`src/rtl/tmr_pkg.sv`:
```
package tmr_pkg;
  localparam int ADDR_W = 3;
  localparam logic [ADDR_W-1:0] A_CTRL   = 3'd0;
  localparam logic [ADDR_W-1:0] A_CNT_HI = 3'd1;
  localparam logic [ADDR_W-1:0] A_CNT_LO = 3'd2;
  localparam logic [ADDR_W-1:0] A_CH_SC  = 3'd3;
  localparam logic [ADDR_W-1:0] A_VAL_HI = 3'd4;
  localparam logic [ADDR_W-1:0] A_VAL_LO = 3'd5;
  localparam int FLAG_BIT = 7;
  localparam int IE_BIT   = 6;

  typedef enum logic [1:0] {
    SRC_OFF  = 2'b00,
    SRC_BUS  = 2'b01,
    SRC_ALT0 = 2'b10,
    SRC_ALT1 = 2'b11
  } src_sel_e;
endpackage

```
`src/rtl/tmr_prescale.sv`:
```
module tmr_prescale #(
  parameter int PS_W = 3
) (
  input  logic            clk,
  input  logic            rst_n,
  input  logic [1:0]      src_sel,
  input  logic [PS_W-1:0] ps_code,
  input  logic            alt_tick,
  input  logic            restart,
  output logic            tick
);
  localparam int DIV_W = (1 << PS_W) - 1;

  // Low-order ones mask: a tick is produced when the masked divider bits are all ones.
  function automatic logic [DIV_W-1:0] div_mask(input logic [PS_W-1:0] code);
    logic [DIV_W:0] one;
    one = 1;
    return DIV_W'((one << code) - 1'b1);
  endfunction

  logic [DIV_W-1:0] div_q;
  logic             src_en;
  logic [DIV_W-1:0] mask;

  always_comb begin
    src_en = (src_sel == tmr_pkg::SRC_BUS) | (src_sel[1] & alt_tick);
    mask   = div_mask(ps_code);
    tick   = src_en && ((div_q & mask) == mask);
  end

  always_ff @(posedge clk or negedge rst_n) begin
    if (!rst_n)       div_q <= '0;
    else if (restart) div_q <= '0;
    else if (src_en)  div_q <= div_q + 1'b1;
  end
endmodule

```
`src/rtl/tmr_counter.sv`:
```
module tmr_counter #(
  parameter int BYTE_W = 8,
  parameter int CNT_W  = 2 * BYTE_W
) (
  input  logic              clk,
  input  logic              rst_n,
  input  logic              tick,
  input  logic              clr,
  input  logic              rd_hi,
  input  logic              rd_lo,
  output logic [CNT_W-1:0]  count,
  output logic [BYTE_W-1:0] hi_byte,
  output logic [BYTE_W-1:0] lo_byte
);
  logic [BYTE_W-1:0] snap_q;
  logic              snap_v;

  always_ff @(posedge clk or negedge rst_n) begin
    if (!rst_n)    count <= '0;
    else if (clr)  count <= '0;
    else if (tick) count <= count + 1'b1;
  end

  always_ff @(posedge clk or negedge rst_n) begin
    if (!rst_n) begin
      snap_q <= '0;
      snap_v <= 1'b0;
    end else if (clr) begin
      snap_v <= 1'b0;
    end else if (rd_hi) begin
      snap_q <= count[BYTE_W-1:0];
      snap_v <= 1'b1;
    end else if (rd_lo) begin
      snap_v <= 1'b0;
    end
  end

  always_comb begin
    hi_byte = count[CNT_W-1:BYTE_W];
    lo_byte = snap_v ? snap_q : count[BYTE_W-1:0];
  end
endmodule

```
`src/rtl/tmr_channel.sv`:
```
module tmr_channel #(
  parameter int BYTE_W = 8,
  parameter int CNT_W  = 2 * BYTE_W
) (
  input  logic              clk,
  input  logic              rst_n,
  input  logic              tick,
  input  logic              cnt_clr,
  input  logic [CNT_W-1:0]  count,
  input  logic              wr_hi,
  input  logic              wr_lo,
  input  logic              sc_rd,
  input  logic              sc_wr,
  input  logic [BYTE_W-1:0] wdata,
  output logic [CNT_W-1:0]  cmp_val,
  output logic              flag,
  output logic              ie,
  output logic              match_ev,
  output logic              clr_ev,
  output logic              irq
);
  function automatic logic [CNT_W-1:0] next_count(input logic [CNT_W-1:0] c);
    return c + 1'b1;
  endfunction

  logic [BYTE_W-1:0] hold_hi, hold_lo;
  logic              got_hi, got_lo, commit, armed;

  always_comb begin
    commit   = (wr_hi | got_hi) & (wr_lo | got_lo);
    match_ev = tick && !cnt_clr && (next_count(count) == cmp_val);
    clr_ev   = sc_wr && !wdata[tmr_pkg::FLAG_BIT] && armed;
    irq      = flag & ie;
  end

  always_ff @(posedge clk or negedge rst_n) begin
    if (!rst_n) begin
      hold_hi <= '0;
      hold_lo <= '0;
      got_hi  <= 1'b0;
      got_lo  <= 1'b0;
      cmp_val <= '0;
    end else begin
      if (wr_hi) hold_hi <= wdata;
      if (wr_lo) hold_lo <= wdata;
      if (commit) begin
        cmp_val <= {wr_hi ? wdata : hold_hi, wr_lo ? wdata : hold_lo};
        got_hi  <= 1'b0;
        got_lo  <= 1'b0;
      end else begin
        if (wr_hi) got_hi <= 1'b1;
        if (wr_lo) got_lo <= 1'b1;
      end
    end
  end

  always_ff @(posedge clk or negedge rst_n) begin
    if (!rst_n) begin
      flag  <= 1'b0;
      armed <= 1'b0;
      ie    <= 1'b0;
    end else begin
      if (match_ev)    flag <= 1'b1;
      else if (clr_ev) flag <= 1'b0;
      if (clr_ev)             armed <= 1'b0;
      else if (sc_rd && flag) armed <= 1'b1;
      if (sc_wr) ie <= wdata[tmr_pkg::IE_BIT];
    end
  end
endmodule

```
`src/rtl/ocmp_timer.sv`:
```
module ocmp_timer #(
  parameter int BYTE_W = 8,
  parameter int PS_W   = 3
) (
  input  logic                      clk,
  input  logic                      rst_n,
  input  logic [tmr_pkg::ADDR_W-1:0] bus_addr,
  input  logic                      bus_wr,
  input  logic                      bus_rd,
  input  logic [BYTE_W-1:0]         bus_wdata,
  output logic [BYTE_W-1:0]         bus_rdata,
  input  logic                      alt_tick,
  output logic                      irq
);
  import tmr_pkg::*;
  localparam int CNT_W = 2 * BYTE_W;

  logic [PS_W-1:0]   ps_code;
  logic [1:0]        src_sel;
  logic              tick, cnt_clr, rd_hi, rd_lo, wr_vhi, wr_vlo, sc_rd, sc_wr;
  logic [CNT_W-1:0]  count, cmp_val;
  logic [BYTE_W-1:0] hi_byte, lo_byte;
  logic              flag, ie, match_ev, clr_ev;

  always_comb begin
    cnt_clr = bus_wr && (bus_addr == A_CNT_HI || bus_addr == A_CNT_LO);
    rd_hi   = bus_rd && (bus_addr == A_CNT_HI);
    rd_lo   = bus_rd && (bus_addr == A_CNT_LO);
    wr_vhi  = bus_wr && (bus_addr == A_VAL_HI);
    wr_vlo  = bus_wr && (bus_addr == A_VAL_LO);
    sc_rd   = bus_rd && (bus_addr == A_CH_SC);
    sc_wr   = bus_wr && (bus_addr == A_CH_SC);
  end

  always_ff @(posedge clk or negedge rst_n) begin
    if (!rst_n) begin
      ps_code <= '0;
      src_sel <= SRC_OFF;
    end else if (bus_wr && bus_addr == A_CTRL) begin
      ps_code <= bus_wdata[PS_W-1:0];
      src_sel <= bus_wdata[PS_W+1:PS_W];
    end
  end

  tmr_prescale #(.PS_W(PS_W)) u_ps (
    .clk(clk), .rst_n(rst_n), .src_sel(src_sel), .ps_code(ps_code),
    .alt_tick(alt_tick), .restart(cnt_clr), .tick(tick)
  );

  tmr_counter #(.BYTE_W(BYTE_W), .CNT_W(CNT_W)) u_cnt (
    .clk(clk), .rst_n(rst_n), .tick(tick), .clr(cnt_clr),
    .rd_hi(rd_hi), .rd_lo(rd_lo), .count(count),
    .hi_byte(hi_byte), .lo_byte(lo_byte)
  );

  tmr_channel #(.BYTE_W(BYTE_W), .CNT_W(CNT_W)) u_ch (
    .clk(clk), .rst_n(rst_n), .tick(tick), .cnt_clr(cnt_clr), .count(count),
    .wr_hi(wr_vhi), .wr_lo(wr_vlo), .sc_rd(sc_rd), .sc_wr(sc_wr),
    .wdata(bus_wdata), .cmp_val(cmp_val), .flag(flag), .ie(ie),
    .match_ev(match_ev), .clr_ev(clr_ev), .irq(irq)
  );

  always_comb begin
    bus_rdata = '0;
    case (bus_addr)
      A_CTRL:   bus_rdata = BYTE_W'({src_sel, ps_code});
      A_CNT_HI: bus_rdata = hi_byte;
      A_CNT_LO: bus_rdata = lo_byte;
      A_CH_SC: begin
        bus_rdata[FLAG_BIT] = flag;
        bus_rdata[IE_BIT]   = ie;
      end
      A_VAL_HI: bus_rdata = cmp_val[CNT_W-1:BYTE_W];
      A_VAL_LO: bus_rdata = cmp_val[BYTE_W-1:0];
      default:  bus_rdata = '0;
    endcase
  end
endmodule

```
`config.mk`:
```
export PLATFORM = sky130hd
export DESIGN_NAME = ocmp_timer
export DESIGN_NICKNAME = d
export VERILOG_FILES = /design/src/rtl/tmr_pkg.sv /design/src/rtl/tmr_prescale.sv /design/src/rtl/tmr_counter.sv /design/src/rtl/tmr_channel.sv /design/src/rtl/ocmp_timer.sv
export SDC_FILE = /design/constraint.sdc
export NUM_CORES = 1
export LEC_CHECK = 0
export ABC_CLOCK_PERIOD_IN_PS = 5100
export BUFFER_PORTS_ARGS = -buffer_cell sky130_fd_sc_hd__buf_2
export CAP_MARGIN = 5
export CORE_MARGIN = 4
export CORE_UTILIZATION = 30
export CTS_BUF_LIST = sky130_fd_sc_hd__clkbuf_8
export CTS_CLUSTER_DIAMETER = 60
export DETAILED_ROUTE_END_ITERATION = 12
export GPL_ROUTABILITY_DRIVEN = 0
export PLACE_DENSITY_LB_ADDON = 0.1
export SYNTH_ARGS = -nofsm -noshare
export SYNTH_HDL_FRONTEND = slang
export SYNTH_HIERARCHICAL = 1
export SYNTH_SLANG_ARGS = --single-unit
```
`constraint.sdc`:
```
create_clock -name clk -period 5.1 [get_ports clk]
set_clock_uncertainty 0.15 [all_clocks]
set_input_delay 0.765 -clock clk [delete_from_list [all_inputs] [get_ports clk]]
set_output_delay 0.765 -clock clk [all_outputs]
set_load 0.01 [all_outputs]
```
==> summary.md, run 1 <==
| Metric | Value |
|---|---|
| Slowest cell delay on critical path | 0.47 ns |
| Die span in y | 127 um |
| Final period util | 59.9% |
| Detailed Routing Iterations Pass 1 | 4 |
| Initial antenna violation count | 0 |
| Setup_tns | 0 ns |
| Leak | 2.02 nW |
| Boundary Pins | 25 |
| # DRC | 0 |
| Hold-fix buffers, CTS | 0 |
| Hold/Removal Path Class | reg2reg |
| Slew margin rel. | 36.5% |
| Max-cap viol count | 0 |
| Root buffer cell | clkbuf_8 |
| Row cnt | 43 |
| Area added between synthesis and finish | 9.85% |
| Routed len/inst | 18.6 um |
| ANT cells | 0 |
| Post-Route Utilization | 33.7% |
| Worst-path clk slew | 0.08 ns |
| Die X | 127 um |
| YS warnings | 6 |
| Avg Inst Size Synth | 11.0 um2 |
| Bufs on Longest Clock Path | 2 |
| IO Port Bufs | 24 |
| Mapped Nets | 404 |
| Fin. Hold Viols | 0 |
| Worst-Margin Slew | 0.952 ns |
| DR vias | 2895 |
| Clk Latency, worst-skew pair | 0.36 ns |
| Remaining Overflow, GRT | 0 |
| Post-CTS resize count | 0 |
| Layout cells sized above 1 | 28.6% |
| Number of vias per cell | 4.97 |
| First-pass GRT wire length | 17600 um |
| Vias in the first global route | 3008 |
| Initial Utilization | 30.6% |
| Power per cell area | 409 nW/um2 |
| RSZ-0062 raised after global routing | no |
| Max Fclk | 327 MHz |
| Clock Sinks | 74 |
| Crit-path cells | buf_2 -> mux2_2 -> a221o_1 -> buf_2 |
| Final Slew Violations | 0 |
| Req. time, crit path | 4.18 ns |
| Status | finished, final reports clean |
| CP Max Fanout | 26 |
| VDD IR max | 0.173 mV |
| Fin crit period | 3.06 ns |
| CP Capture Type | output pin |
| Gr usage total | 14.2% |
| CP dominant cell by count | buf_2 |
| Crit Path Class | in2out |
| Slowest CP cell | buf_2 |
| Final setup violating endpoints | 0 |
| Largest net degree at the start of global routing | 75 |
| Design Power | 1.91 mW |
| Core Area | 13900 um2 |
| Routed Antenna Nets | 0 |
| Arr. time, crit path | 2.14 ns |
| Clock buffer count from CTS | 9 |
| CP Launch Type | primary input |
| CTS tree | yes |
| Final WL | 10800 um |
| Final nets | 416 |
| Die Footprint | 16100 um2 |
| # Post-CTS Setup Buffers | 0 |
| CTS H-Tree Depth | 3 |
| Gate Count Post-Synth | 385 |
| Detailed router's first-iteration violation count | 183 |
| Post-DP HPWL | 7700 um |
| Mapped Area | 4250 um2 |
| Fillers | 1417 |
-- critical path: cells and delay by family --
| family | cells | cell delay, ns |
|---|---|---|
| AOI/OAI and AO/OA | 1 | 0.34 |
| buffers and inverters | 2 | 0.62 |
| muxes | 1 | 0.40 |
-- flip-flops by register name, summed over array words and instances, names as in the netlist, 2 cells and up --
register      flops
u_ch/cmp_val     16
src_sel           2
u_ch/hold_hi      8
u_cnt/count      16
u_ch/hold_lo      8
u_cnt/snap_q      8
ps_code           3
u_ps/div_q        7
-- path summary, 6_finish.rpt --
path / from / endpoint / slack, ns / cells past startpoint
max: bus_addr[0] / bus_rdata[4] / 2.04 / 4
max reg2reg: ps_code[1] / u_cnt/count[15] / 2.18 / 7
min in group asynchronous: rst_n / u_cnt/count[6] / 0.38 / 1
max in group asynchronous: rst_n / u_ch/hold_lo[6] / 3.78 / 1
min reg2reg: u_ch/got_lo / u_ch/got_hi / 0.32 / 1
min: u_ch/got_lo / u_ch/got_hi / 0.32 / 1
-- metal layers --
layer | global-route usage [%] | up-vias | part of all wire (%)
met1 | 20.6 | 1415 | 51
met4 | 4.48 | 0 | 1.3
li1 | - | 1412 | -
met3 | 3.64 | 11 | 4.6
met2 | 20.9 | 57 | 43
met5 | 0 | - | 0
-- placed cells by master (no fill, tap or decap), drive strengths merged, types with 3 or more instances in the layout --
cell type,n
a221o,4
dfrtp,74
xnor2,25
nand2b,3
ha,3
nand2,17
mux2,59
and2,4
nand4,9
buf,26
a21oi,9
mux2i,13
nor2,32
inv,7
nor3b,3
o21ai,8
o31ai,3
or3,3
nor4,6
and3,5
nand3,13
o22ai,5
xor2,15
nor3,11
nor2b,4
clkbuf,10
-- report_power, final --
group	leakage (nW)	switching (mW)	internal [mW]
sequential	0.951	0.171	0.730
clock	0.113	0.222	0.285
combinational	0.956	0.229	0.272
total	2.02	0.623	1.29
-- cell type report --
cell class	count	area, um2	share of cell area [%]
Clock inverter	6	81.3	1.74
Inverter	6	22.5	0.482
Multi-Input combinational cell	280	2220	47.4
Clock buffer	10	138	2.95
Tap cell	180	225	4.82
Timing Repair Buffer	26	138	2.95
Sequential cell	74	1850	39.6
-- metrics by stage --
stage | cells | worst slack [ns] | cell area, um2 | hold slack, ns
floorplan | 385 | 2.31 | 4250 | 0.284
global placement | 566 | 1.79 | 4450 | 0.312
detailed placement | 566 | 1.73 | 4450 | 0.314
CTS | 582 | 2.04 | 4670 | 0.325
global route | 582 | 1.87 | 4670 | 0.348
finish | 582 | 2.04 | 4670 | 0.320
No activity file was read; power rests on OpenSTA's default activity.
==> inputs of run 2 (changes only) <==
--- a/config.mk
+++ b/config.mk
@@ -5,7 +5,7 @@
 export SDC_FILE = /design/constraint.sdc
 export NUM_CORES = 1
 export LEC_CHECK = 0
-export ABC_CLOCK_PERIOD_IN_PS = 5100
+export ABC_CLOCK_PERIOD_IN_PS = 2790
 export BUFFER_PORTS_ARGS = -buffer_cell sky130_fd_sc_hd__buf_2
 export CAP_MARGIN = 5
 export CORE_MARGIN = 4
==> constraint.sdc (replaced) <==
create_clock -name clk -period 2.79 [get_ports clk]
set_clock_uncertainty 0.15 [all_clocks]
set_input_delay 0.4185 -clock clk [delete_from_list [all_inputs] [get_ports clk]]
set_output_delay 0.4185 -clock clk [all_outputs]
set_load 0.01 [all_outputs]
==> run 2 against run 1 <==
  * Non-clock buffer count rose by 14
  * Sequential cell count unchanged
  * Clock-buffer cell count down 1
  * Utilization increased by 0.88 points
  * Routed wire length rose by 6.1%
  * Die area unchanged
  * Hold slack got worse by 0.16 ns
  * Largest cell class unchanged
==> summary.md, run 2 (synthesis gave the netlist of run 1 again) <==
| Metric | Value |
|---|---|
| Final period util | 93.0% |
| CP Launch Type | flip-flop |
| Pint | 2.45 mW (+90%) |
| Gr usage total | 15.1% (+0.84 points) |
| Arr. time, crit path | 2.03 ns (-0.11 ns) |
| Setup_tns | 0 ns (unchanged) |
| Boundary Pins | 25 (unchanged) |
| Top flop regs | u_ch/cmp_val (16), u_cnt/count (16) |
| Fin crit period | 2.60 ns |
| First-pass GRT wire length | 18300 um (+4.1%) |
| Clock buffer count from CTS | 9 (unchanged) |
| Routed Antenna Nets | 0 (unchanged) |
| Remaining Overflow, GRT | 0 (unchanged) |
| Routed len/inst | 19.3 um (+3.6%) |
| CP Max Fanout | 9 (-65%) |
| Initial Utilization | 30.6% (unchanged) |
| CP Capture Type | output pin |
| Final nets | 430 (+3.4%) |
| Worst-Margin Slew | 0.632 ns (-0.320 ns) |
| Number of vias per cell | 5.13 (+3.2%) |
| ANT cells | 0 (unchanged) |
| Final WS setup | 0.195 ns (-1.85 ns) |
| Max Fclk | 385 MHz |
| Bufs on Longest Clock Path | 2 (unchanged) |
| Gate power share | 27.1% (+0.8 points) |
| Post-DP Area | 4550 um2 (+2.2%) |
| Die X | 127 um (unchanged) |
| Worst-path clk slew | 0.07 ns (about the same) |
| DR vias | 3060 (+5.7%) |
| P_sw | 1.16 mW (+86%) |
| CTS H-Tree Depth | 3 (unchanged) |
| Area added between synthesis and finish | 12.7% |
| IO Port Bufs | 24 (unchanged) |
| Layout cells sized above 1 | 30.5% (+1.9 points) |
| Power per cell area | 752 nW/um2 (+84%) |
| Hold-fix buffers, CTS | 1 (+1) |
| Hold/Removal Path Class | in2reg |
| Initial antenna violation count | 0 (unchanged) |
| Max-cap viol count | 0 (unchanged) |
| Die Footprint | 16100 um2 (unchanged) |
| VDD IR max | 0.323 mV (+87%) |
| Register area | 1850 um2 (unchanged) |
| Multi-input logic area | 2220 um2 (unchanged) |
| Detailed router's first-iteration violation count | 223 (+22%) |
| RSZ-0062 raised after global routing | no |
| Clock Sinks | 74 (unchanged) |
| Req. time, crit path | 2.22 ns (-1.96 ns) |
| CTS tree | yes |
| Crit Path Class | reg2out |
| Vias in the first global route | 3167 (+5.3%) |
| # DRC | 0 (unchanged) |
| Slew margin rel. | 57.8% (+21 points) |
| Fin. Hold Viols | 0 (unchanged) |
| Clock power frac | 27.8% (+1.2 points) |
| Final instance area | 4800 um2 (+2.6%) |
| Status | finished, final reports clean |
| Row cnt | 43 (unchanged) |
| Largest net degree at the start of global routing | 41 (-45%) |
| Final setup violating endpoints | 0 (unchanged) |
| Die span in y | 127 um (unchanged) |
| Fillers | 1436 (+1.3%) |
| Post-CTS resize count | 0 (unchanged) |
| Root buffer cell | clkbuf_8 |
| Detailed Routing Iterations Pass 1 | 5 (+1) |
| Post-DP HPWL | 8520 um (+11%) |
| Commonest non-fill, non-tap cells in the layout | 74 x dfrtp_1, 59 x mux2_2, 32 x nor2_1 |
| Final WL | 11500 um (+6.1%) |
| Final Slew Violations | 0 (unchanged) |
| # Post-CTS Setup Buffers | 0 (unchanged) |
| Pre-CTS setup slack | 0.353 ns (-1.38 ns) |
| Core Area | 13900 um2 (unchanged) |
| Switching Fraction | 32.1% (-0.49 points) |
| Leak | 2.10 nW (+3.9%) |
| Clk Latency, worst-skew pair | 0.38 ns (+0.02 ns) |
| Flop pwr share | 45.0% (-2.2 points) |
| Commonest non-fill, non-tap cell in the layout | dfrtp_1 |
==> run 2: cell count changes in the layout (fill, tap and decap cells not counted), sizes merged <==
cell / previous run / this run
buf: 26 / 39
bufinv: 2 / 3
clkbuf: 10 / 9
clkinv: 2 / 1
dlygate4sd3: 0 / 1
inv: 7 / 8
==> run 2: per-stage QoR <==
step                util (%)  hold slack (ns)  instances  power (mW)
floorplan                  -          -0.0271        385        2.30
finish                  34.6            0.163        596        3.61
detailed placement      32.8            0.296        579        2.63
CTS                     34.6            0.145        596        3.66
global route            34.6            0.155        596        3.86
global placement        32.8            0.297        579        2.62
==> run 2: final cells by class <==
class,count,share of cell area [%]
inverter,6,0.470
tap,180,4.70
sequential,74,38.6
clock inverter,7,2.30
timing repair buffer,40,5.11
clock buffer,9,2.58
multi-input combinational,280,46.2
==> run 2: metal layers <==
metal	track usage, %	vias to the layer above	routed length [um]
met4	3.97	0	148
met2	22.5	67	5110
li1	-	1432	-
met1	21.3	1546	5760
met3	4.60	15	476
met5	0	-	0
==> run 2: path summary, 6_finish.rpt <==
check	end	start	slack, ns	cells after the start
max in group asynchronous	u_ps/div_q[2]	rst_n	1.39	3
hold reg to reg	u_ch/got_hi	u_ch/got_lo	0.31	1
min in group asynchronous	u_cnt/count[10]	rst_n	0.41	2
setup / recovery	bus_rdata[6]	u_cnt/snap_v	0.19	4
setup reg to reg	u_cnt/count[15]	ps_code[1]	0.40	8
hold / removal	u_ch/hold_lo[5]	bus_wdata[5]	0.16	2
==> run 2: critical path: stages, from the launching register on <==
cell      delay, ns
dfrtp_1        0.58
mux2_2         0.40
a22oi_1        0.31
o221ai_1       0.19
buf_2          0.17
==> run 2: power by group through the flow <==
stage | Sequential, mW | Clock (mW) | Combinational (mW)
after floorplan | 1.54 | 0 | 0.760
after global placement | 1.65 | 0 | 0.970
after detailed placement | 1.65 | 0 | 0.978
after CTS | 1.63 | 1.05 | 0.984
after global routing | 1.67 | 1.10 | 1.10
final | 1.63 | 1.00 | 0.978
